**src/rtl/spi_cfg_pkg.sv**
```systemverilog
package spi_cfg_pkg;

    localparam int BYTE_W = 8;

    localparam logic [BYTE_W-1:0] CMD_STREAM_RD = 8'h40;
    localparam logic [BYTE_W-1:0] CMD_STREAM_WR = 8'h80;

    typedef enum logic [2:0] {
        ST_IDLE,
        ST_CMD,
        ST_RADDR,
        ST_WADDR,
        ST_RDATA,
        ST_WDATA,
        ST_SKIP
    } link_state_t;

    // Power-on contents of the register bank, by address.
    function automatic logic [BYTE_W-1:0] default_val(input int idx);
        logic [BYTE_W-1:0] v;
        case (idx)
            1:       v = 8'h04;
            2:       v = 8'h56;
            3:       v = 8'h11;
            8:       v = 8'h02;
            9:       v = 8'h01;
            13:      v = 8'hFF;
            14:      v = 8'hEF;
            15:      v = 8'hFF;
            16:      v = 8'h03;
            17:      v = 8'h12;
            18:      v = 8'h04;
            default: v = 8'h00;
        endcase
        return v;
    endfunction

endpackage

```
**src/rtl/spi_cfg_sync.sv**
```systemverilog
module spi_cfg_sync #(
    parameter int STAGES = 2
) (
    input  logic clk,
    input  logic rst_n,
    input  logic sck_in,
    input  logic cs_n_in,
    input  logic mosi_in,
    output logic sck_rise,
    output logic sck_fall,
    output logic cs_act,
    output logic mosi_s
);

    localparam int TOP = STAGES - 1;

    logic [TOP:0] sck_p;
    logic [TOP:0] cs_p;
    logic [TOP:0] mosi_p;
    logic         sck_d;

    // STAGES must be 2 or more.
    always_ff @(posedge clk or negedge rst_n) begin
        if (!rst_n) begin
            sck_p  <= '0;
            cs_p   <= '1;
            mosi_p <= '0;
            sck_d  <= 1'b0;
        end else begin
            sck_p  <= {sck_p[TOP-1:0], sck_in};
            cs_p   <= {cs_p[TOP-1:0], cs_n_in};
            mosi_p <= {mosi_p[TOP-1:0], mosi_in};
            sck_d  <= sck_p[TOP];
        end
    end

    assign sck_rise = sck_p[TOP] & ~sck_d;
    assign sck_fall = ~sck_p[TOP] & sck_d;
    assign cs_act   = ~cs_p[TOP];
    assign mosi_s   = mosi_p[TOP];

endmodule

```
**src/rtl/spi_cfg_fsm.sv**
```systemverilog
module spi_cfg_fsm
    import spi_cfg_pkg::*;
#(
    parameter int ADDR_W = 8
) (
    input  logic                 clk,
    input  logic                 rst_n,
    input  logic                 cs_act,
    input  logic                 sck_rise,
    input  logic                 sck_fall,
    input  logic                 mosi_bit,
    input  logic [BYTE_W-1:0]    rd_byte,
    output link_state_t          state,
    output logic [2:0]           bit_cnt,
    output logic [ADDR_W-1:0]    addr,
    output logic                 wr_en,
    output logic [BYTE_W-1:0]    wr_data,
    output logic                 miso,
    output logic                 miso_oe
);

    link_state_t       state_nxt;
    logic [BYTE_W-1:0] rx_sr;
    logic [BYTE_W-1:0] rx_nxt;
    logic [BYTE_W-1:0] tx_sr;
    logic              load_pend;
    logic              byte_end;

    assign rx_nxt   = {rx_sr[BYTE_W-2:0], mosi_bit};
    assign byte_end = sck_rise && (bit_cnt == 3'd7) && (state != ST_IDLE);

    // State register
    always_ff @(posedge clk or negedge rst_n) begin
        if (!rst_n) begin
            state <= ST_IDLE;
        end else begin
            state <= state_nxt;
        end
    end

    // Next-state decode
    always_comb begin
        state_nxt = state;
        if (!cs_act) begin
            state_nxt = ST_IDLE;
        end else begin
            unique case (state)
                ST_IDLE:  state_nxt = ST_CMD;
                ST_CMD: begin
                    if (byte_end) begin
                        if (rx_nxt == CMD_STREAM_RD) begin
                            state_nxt = ST_RADDR;
                        end else if (rx_nxt == CMD_STREAM_WR) begin
                            state_nxt = ST_WADDR;
                        end else begin
                            state_nxt = ST_SKIP;
                        end
                    end
                end
                ST_RADDR: if (byte_end) state_nxt = ST_RDATA;
                ST_WADDR: if (byte_end) state_nxt = ST_WDATA;
                ST_RDATA: state_nxt = ST_RDATA;
                ST_WDATA: state_nxt = ST_WDATA;
                ST_SKIP:  state_nxt = ST_SKIP;
                default:  state_nxt = ST_IDLE;
            endcase
        end
    end

    // Shift, count and address datapath
    always_ff @(posedge clk or negedge rst_n) begin
        if (!rst_n) begin
            rx_sr     <= '0;
            tx_sr     <= '0;
            bit_cnt   <= '0;
            addr      <= '0;
            load_pend <= 1'b0;
        end else if (!cs_act) begin
            rx_sr     <= '0;
            tx_sr     <= '0;
            bit_cnt   <= '0;
            load_pend <= 1'b0;
        end else begin
            if (sck_rise && state != ST_IDLE) begin
                rx_sr   <= rx_nxt;
                bit_cnt <= bit_cnt + 3'd1;
            end
            if (byte_end && (state == ST_RADDR || state == ST_WADDR)) begin
                addr <= ADDR_W'(rx_nxt);
            end
            if (byte_end && (state == ST_RDATA || state == ST_WDATA)) begin
                addr <= addr + ADDR_W'(1);
            end
            if (byte_end && (state == ST_RADDR || state == ST_RDATA)) begin
                load_pend <= 1'b1;
            end
            if (sck_fall && state == ST_RDATA) begin
                if (load_pend) begin
                    tx_sr     <= rd_byte;
                    load_pend <= 1'b0;
                end else begin
                    tx_sr <= {tx_sr[BYTE_W-2:0], 1'b0};
                end
            end
        end
    end

    // Outputs
    always_comb begin
        wr_en   = (state == ST_WDATA) && byte_end;
        wr_data = rx_nxt;
        miso_oe = (state == ST_RDATA) && cs_act;
        miso    = miso_oe ? tx_sr[BYTE_W-1] : 1'b0;
    end

endmodule

```
**src/rtl/spi_cfg_regfile.sv**
```systemverilog
module spi_cfg_regfile
    import spi_cfg_pkg::*;
#(
    parameter int NREGS  = 19,
    parameter int RO_CNT = 4,
    parameter int ADDR_W = 8
) (
    input  logic                      clk,
    input  logic                      rst_n,
    input  logic                      wr_en,
    input  logic [ADDR_W-1:0]         wr_addr,
    input  logic [BYTE_W-1:0]         wr_data,
    input  logic [ADDR_W-1:0]         rd_addr,
    output logic [BYTE_W-1:0]         rd_data,
    output logic [NREGS*BYTE_W-1:0]   q_flat
);

    logic [BYTE_W-1:0] q_all [NREGS];

    for (genvar g = 0; g < NREGS; g++) begin : g_reg
        if (g < RO_CNT) begin : g_ro
            assign q_all[g] = default_val(g);
        end else begin : g_rw
            always_ff @(posedge clk or negedge rst_n) begin
                if (!rst_n) begin
                    q_all[g] <= default_val(g);
                end else if (wr_en && wr_addr == ADDR_W'(g)) begin
                    q_all[g] <= wr_data;
                end
            end
        end
        assign q_flat[g*BYTE_W +: BYTE_W] = q_all[g];
    end

    always_comb begin
        rd_data = '0;
        for (int k = 0; k < NREGS; k++) begin
            if (rd_addr == ADDR_W'(k)) begin
                rd_data = q_all[k];
            end
        end
    end

endmodule

```
**src/rtl/spi_cfg_slave.sv**
```systemverilog
module spi_cfg_slave
    import spi_cfg_pkg::*;
#(
    parameter int NREGS       = 19,
    parameter int RO_CNT      = 4,
    parameter int EXT_ADDR    = 11,
    parameter int SYNC_STAGES = 2
) (
    input  logic clk,
    input  logic rst_n,
    input  logic spi_sck,
    input  logic spi_cs_n,
    input  logic spi_mosi,
    output logic spi_miso,
    output logic spi_miso_oe,
    output logic ext_rst_o
);

    localparam int ADDR_W = BYTE_W;
    localparam int FLAT_W = NREGS * BYTE_W;

    logic              sck_rise;
    logic              sck_fall;
    logic              cs_act;
    logic              mosi_s;
    link_state_t       state;
    logic [2:0]        bit_cnt;
    logic [ADDR_W-1:0] addr;
    logic              wr_en;
    logic [BYTE_W-1:0] wr_data;
    logic [BYTE_W-1:0] rd_data;
    logic [FLAT_W-1:0] q_flat;

    spi_cfg_sync #(
        .STAGES (SYNC_STAGES)
    ) u_sync (
        .clk      (clk),
        .rst_n    (rst_n),
        .sck_in   (spi_sck),
        .cs_n_in  (spi_cs_n),
        .mosi_in  (spi_mosi),
        .sck_rise (sck_rise),
        .sck_fall (sck_fall),
        .cs_act   (cs_act),
        .mosi_s   (mosi_s)
    );

    spi_cfg_fsm #(
        .ADDR_W (ADDR_W)
    ) u_fsm (
        .clk      (clk),
        .rst_n    (rst_n),
        .cs_act   (cs_act),
        .sck_rise (sck_rise),
        .sck_fall (sck_fall),
        .mosi_bit (mosi_s),
        .rd_byte  (rd_data),
        .state    (state),
        .bit_cnt  (bit_cnt),
        .addr     (addr),
        .wr_en    (wr_en),
        .wr_data  (wr_data),
        .miso     (spi_miso),
        .miso_oe  (spi_miso_oe)
    );

    spi_cfg_regfile #(
        .NREGS  (NREGS),
        .RO_CNT (RO_CNT),
        .ADDR_W (ADDR_W)
    ) u_regs (
        .clk     (clk),
        .rst_n   (rst_n),
        .wr_en   (wr_en),
        .wr_addr (addr),
        .wr_data (wr_data),
        .rd_addr (addr),
        .rd_data (rd_data),
        .q_flat  (q_flat)
    );

    assign ext_rst_o = q_flat[EXT_ADDR*BYTE_W];

endmodule

```
**config.mk**
```make
export PLATFORM = sky130hd
export DESIGN_NAME = spi_cfg_slave
export DESIGN_NICKNAME = d
export VERILOG_FILES = /design/src/rtl/spi_cfg_pkg.sv /design/src/rtl/spi_cfg_sync.sv /design/src/rtl/spi_cfg_fsm.sv /design/src/rtl/spi_cfg_regfile.sv /design/src/rtl/spi_cfg_slave.sv
export SDC_FILE = /design/constraint.sdc
export NUM_CORES = 1
export LEC_CHECK = 0
export ABC_AREA = 1
export BUFFER_PORTS_ARGS = -buffer_cell sky130_fd_sc_hd__buf_2
export CAP_MARGIN = 20
export CORE_MARGIN = 2
export CORE_UTILIZATION = 58
export CTS_CLUSTER_DIAMETER = 100
export DETAILED_ROUTE_END_ITERATION = 8
export PLACE_DENSITY_LB_ADDON = 0.05
export SLEW_MARGIN = 25
export SYNTH_ARGS = -nofsm -noshare
export SYNTH_HDL_FRONTEND = slang
export SYNTH_SLANG_ARGS = --single-unit
export TNS_END_PERCENT = 30
```
**constraint.sdc**
```tcl
create_clock -name clk -period 2.4 [get_ports clk]
set_input_delay 0.24 -clock clk [delete_from_list [all_inputs] [get_ports clk]]
set_output_delay 0.24 -clock clk [all_outputs]
set_load 0.02 [all_outputs]
```
---- Yosys cells after proc, flatten, opt, wreduce, memory -nomap -nowiden ----
Cells that the tools add are included.
W data, S select, Z words.
word-level totals
  input port bits ......................... 5
  register bits ........................... 157
  output and inout port bits .............. 3
cells by class
  $add $sub $neg .......................... 2
  reductions and logical operators ........ 34
  mux-type cells .......................... 39
  bitwise operators ....................... 5
  equality and inequality tests ........... 30
operators with widths
  cell                   number
  $mux W8                20
  $eq A8 B4 Y1 const B   8
  $eq A8 B3 Y1 const B   4
  $mux W7                4
  $mux W3                9
  $eq A8 B5 Y1 const B   3
  $logic_and A1 B1 Y1    24
  $pmux W3 S7            1
  $eq A8 B2 Y1 const B   2
  $eq A3 B3 Y1 const B   4
  $ne A3 B2 Y1 const B   3
  $add A8 B1 Y8 const B  1
  $eq A8 B1 Y1 const B   1
  $eq A8 B7 Y1 const B   1
  $eq A8 B8 Y1 const B   1
  $eq A3 B2 Y1 const B   2
  $reduce_bool A2 Y1     3
  $mux W1                5
  $add A3 B1 Y3 const B  1
  $eq A3 B1 Y1 const B   1
  $logic_not A3 Y1       1
  $logic_or A1 B1 Y1     3
  $not A1 Y1             3
  $reduce_and A3 Y1      1
  3 further kinds        4

---- Longest topological paths before layout ----
  word-level depth ........................ 22
  depth in mapped cells ................... 23

---- Modules after synthesis ----
Synthesis repeated with hierarchy kept, for this count alone.
second synthesis, totals
  cell total of the unflattened synthesis .. 988
  area, all modules ....................... 7,875.1 um^2
by module, submodules not included
  module           cells an instance  times used  area an instance (um^2)
  spi_cfg_regfile  746                1           5,958.2
  spi_cfg_fsm      230                1           1,720.4
  spi_cfg_sync     12                 1           196.4

---- Least setup slack after synthesis ----
Ideal clock, no wire load.
  path kind ............................... reg2reg
  start point ............................. register u_fsm.addr[0]
  end point ............................... register u_fsm.tx_sr[6]
  arrival time ............................ 2.056 ns
  slack ................................... 0.227 ns
  stages on the path, launching flop included .. 23
  setup time .............................. 0.116 ns
  cell sequence ........................... dfrtp_1 inv_1 ha_1 inv_1 nor3_4 inv_2 buf_6 nor2_2 nor2_1 nand2_1 nand2_1 nand2_1 nand3_1 nand3_1 nand3_1 nand2_1 nand3_1 nand3_1 nand3_1 nand2_1 nand2_1 nand2_1 nand2_1
on the way
  word-level cells in the longest chain between the ends .. 21
ends and longest elaborated chain
  element                 line                   text
  start, declared         spi_cfg_fsm.sv:15      output logic [ADDR_W-1:0] addr,
  start signal, assigned  spi_cfg_fsm.sv:89      addr <= ADDR_W'(rx_nxt);
  start signal, assigned  spi_cfg_fsm.sv:92      addr <= addr + ADDR_W'(1);
  $eq A8 B2 Y1            spi_cfg_regfile.sv:38  if (rd_addr == ADDR_W'(k)) begin
  $mux W7 (2 in series)   spi_cfg_regfile.sv:38
  $mux W8 (14 in series)  spi_cfg_regfile.sv:38
  $mux W8 (*)             spi_cfg_regfile.sv:38
  $mux W8 (*)             spi_cfg_fsm.sv:98      if (load_pend) begin
  $mux W8 (*)             spi_cfg_fsm.sv:97      if (sck_fall && state == ST_RDATA) begin
  $mux W8 (*)             spi_cfg_fsm.sv:78      end else if (!cs_act) begin
  end signal, assigned    spi_cfg_fsm.sv:99      tx_sr <= rd_byte;
  end signal, assigned    spi_cfg_fsm.sv:102     tx_sr <= {tx_sr[BYTE_W-2:0], 1'b0};
  end, declared           spi_cfg_fsm.sv:25      logic [BYTE_W-1:0] tx_sr;
Mark *: on every way between the ends. The rest lies on a longest branch, timed or not. The select of a mux whose other input is x is not followed.
A chain may end at the register's enable or synchronous reset.

---- Final worst setup path ----
  start point ............................. register u_fsm.addr[1]
  end point ............................... register u_fsm.tx_sr[4]
Same word-level chain as after synthesis.

==> results <==
- The area used by sequential logic in the layout is 0.003969 sq mm.
- The shortest clock period the worst path allows after layout is 2.440 ns.
- The final reports fail on negative setup slack.
- The first detailed-routing pass took 5 iterations.
- The sequential cell area fraction in the yosys report is 0.5189.
- Yosys attributes the largest share of cell area to dfrtp_1 (41%), nand2_1 (16%), dfstp_2 (11%).
- The kind of cell with the highest combined delay along the critical path is simple AND/OR/NAND/NOR gates.
- The H-tree was split into 4 levels.
- The signal on the critical path passes through inv_2 -> ha_2 -> nand3_2 -> nor2_4 -> buf_6 -> nor2_1 -> nand2_1 -> nand3_2 -> nand3_2 -> nand3_2 -> o21ai_1 -> nand2_1 -> nand2_1 -> nand2_1 -> nand2_1 -> nand2_1 -> nand2_1 -> nand3b_1 -> nand2_1 -> nand2_1 -> nand2_1 -> nand2_1.
- The maximum number of pins on one net before global-route repair is 62.
- The predominant post-synthesis flop cell is dfrtp_1.
- For the pin with the worst max-slew slack, the measured transition is 0.7836 ns.
- The global-route met1 utilization is 0.3970.
- In the global route stage, overall resource usage came out at 0.2996.
- Among all cell types in the netlist, the one instantiated most often is nand2_1.
- The largest driver fanout on the critical path is 4.
- Counting stages on the worst path, the most repeated cell is nand2_1.
- The met2 track demand over resource in global routing is 0.4802.
- The maximum clock skew at final layout is ~0.017 ns.
- The clock network latency to the later pin of the worst-skew pair is 0.44 ns.
- Summing over every cut layer, the via total after detailed routing is 6809.
- The run finished, with violations left.
- The synthesized design contains 157 register bits.
- Sorting the synthesized cells by how often they occur yields nand2_1 (317), o21ai_0 (157), dfrtp_1 (125).
- The final critical-path share of the clock period is 1.017.
- The number of rows in the core area is 41.
- From synthesis to final layout, the design area changed by 17.01%.
- The number of standard cells in the layout, taps in and fillers out is 1197.
- The horizontal die dimension is 118.8 um.
- The starting utilization of the core area is 0.6012.
- The initial antenna violation count was 0.
- The area of the multi-input gates is 0.003286 sq mm.
- 0 antenna diodes ended up in the layout.
- After layout, the worst setup slack is -0.04014 ns.
- The share of synthesized area in the top cell type comes to 0.4090.
- The number of global-route vias before repair is 6702.
- The max-cap violation count is 0.
- Synthesis instantiated 37 different standard cells from the library.
- The half-perimeter wire length after placement is 13160 um.
- The data arrival at the endpoint of the critical path is about 2.8 ns.
- The total number of yosys warnings is 0.
- The die outline height is between 100 and 150 um.
- The number of hold violations in the final report is 0.
- In this run, the number of DRC markers left after iteration 0 of detailed routing was 700.
- The layer with the highest usage after global routing is met2.
- In this run the power density over the cells is ~680 mW/mm^2.
- The largest stage delay on the critical path is between 0.4 and 0.5 ns.
- Across all register-to-register paths, the minimum setup slack is -0.04 ns.
- Summed over all layers, the global routing overflow is 0.
- The clock sink total is ~160.
- The maximum root-to-sink buffer count is 2.
- Together, buffers and inverters on the worst path number 2.
- The post-detailed-route via-to-cell ratio is 5.688.
- After clock tree synthesis, the clock-pin slew on the worst setup and hold paths is 0.06 ns.
- The cell leakage power is 4.128 nW.
- Measured on the finished design, the core utilization comes to 0.7035.
- The number of pins exceeding their max-slew limit in the final report is 0.
- The first-pass GRT wire length is 33160 um.
- The library cell occupying the most area in the post-synthesis netlist is dfrtp_1.
- Routability-driven placement finished with a final weighted congestion of 0.9299.
- The filler cell count in the final layout is 1090.
- The total I/O pin count is 8.
- For the worst setup path, the data required time is around 2.7 ns.
- The total nets after synthesis is 977.
- The tightest min-delay check is of the primary input to asynchronous set/reset pin type.
- In this run the number of cells on the critical path is 22.
- Across the VDD grid, the largest voltage drop is between 0.0006 and 0.0007 V.
- The async set or reset register ratio after synthesis is 1.000.
- The count of nets left with antenna violations once routing finished came out at 0.
- For this run, design rule violations remaining after detail routing come to 0.
- The worst setup path is launched from a register.
- Including well taps, the total number of placed cells is 1145.
- Setup repair after global routing could not meet its margin everywhere.
- After synthesis, the mean cell area works out to 7.918 sq um.
- The total area inside the core boundary comes to about 0.013 sq mm.
- Of the cells placed in the final design, the portion with a size suffix greater than 1 is 0.1834.
- Setup violations remaining at the end of the flow were counted as 4.
- The die covers 0.01412 sq mm.
- The maximum clock frequency is 0.4098 GHz.
- Counting flops with a built-in enable in the synthesized netlist gives 0.
- The number of nets in the final layout is 1023.
- The average wire per standard cell is about 17 um.
- The sort of element at the end of the critical path is a register.
- The mapped netlist covers 0.007649 sq mm.
- The critical path start-end classification is register to register.
- TritonCTS built the clock tree.
- The cell count after synthesis came out at 966.
- On the critical path, the stage with the largest delay is an instance of dfrtp_1.
- The library cell used as clock root buffer is clkbuf_16.
- The headroom to the max-slew limit is 0.4770.
- The total wirelength of the detailed-routed design is 20050 um.
- The total clock buffers created by CTS is 17.
- Counting cells, the worst reg-to-reg path comes to 22.
- The count of buffers from port buffering is 7.
- For met3 alone, demand over resource in global routing was 0.06130.
==> repair_timing <==
action                     in CTS  in global routing
resized for setup               5                 30
pin swaps                       3                 11
hold buffers                    4                  0
setup endpoints to repair      61                128
hold endpoints to repair       29                  0
setup buffers                   4                 12
==> metal layers <==
metal	share of wire	vias to the layer above
met1	0.42	3281
met3	0.060	54
met5	0	-
li1	-	3215
met2	0.49	259
met4	0.029	0
==> where the power goes <==
group	internal [mW]	leakage (nW)	switching, mW
registers	2.69	2.06	0.0486
logic	0.0978	1.75	0.255
clock network	1.84	0.313	1.14
==> per-stage QoR <==
step           setup TNS, ns  setup slack [ns]  cell area (sq um)  power, mW  hold slack [ns]
2_1_floorplan              0            0.2274               7649      2.985         -0.05559
3_3_place_gp      -0.0001568        -0.0001568               8025      3.101           0.2127
3_5_place_dp         -0.3678          -0.08758               8025      3.123           0.2201
4_1_cts               -1.573          -0.08221               8748      6.075           0.3331
5_1_grt               -1.319           -0.2214               8950      6.256           0.3596
6_report            -0.09631          -0.04014               8950      6.070           0.3289
==> kinds of logic after synthesis <==
logic type | share of synthesized area
adders and majority gates | 0.009815
and+or+nand+nor | 0.2635
AOI/OAI and AO/OA | 0.1431
DFF | 0.5189
buffers and inverters | 0.06462
==> path summary, 6_finish.rpt <==
check / startpoint / endpoint
setup / recovery: u_fsm.addr[1] / u_fsm.tx_sr[4]
min in group clk: u_sync.mosi_p[0] / u_sync.mosi_p[1]
setup reg to reg: u_fsm.addr[1] / u_fsm.tx_sr[4]
hold / removal: rst_n / u_regs.q_flat[130]
hold reg to reg: u_sync.mosi_p[0] / u_sync.mosi_p[1]
max in group asynchronous: rst_n / u_regs.q_flat[119]
==> sequential cells by signal, summed over array words and instances, names as in the netlist <==
register         cells
u_fsm.addr           8
u_fsm.bit_cnt        3
u_fsm.load_pend      1
u_fsm.rx_sr          7
u_fsm.state          3
u_fsm.tx_sr          8
u_regs.q_flat      120
u_sync.cs_p          2
u_sync.mosi_p        2
u_sync.sck_d         1
u_sync.sck_p         2
==> cell type report <==
type | count | share of cell area
Clock buffer | 17 | 0.04753
Clock inverter | 15 | 0.02461
Inverter | 77 | 0.03257
Multi-Input combinational cell | 692 | 0.3671
Sequential cell | 157 | 0.4435
Tap cell | 172 | 0.02405
Timing Repair Buffer | 67 | 0.06067
==> layout by cell type, fill, tap and decap left out, types with 13 or more instances in the layout <==
cell type,n
a21oi_1,33
buf_4,52
clkbuf_16,17
dfrtp_1,125
dfstp_2,32
inv_1,64
nand2_1,307
nand2_2,13
nand3_1,42
nor2_1,58
o21ai_0,157
Note: power is estimated with default switching activity, not from simulation.
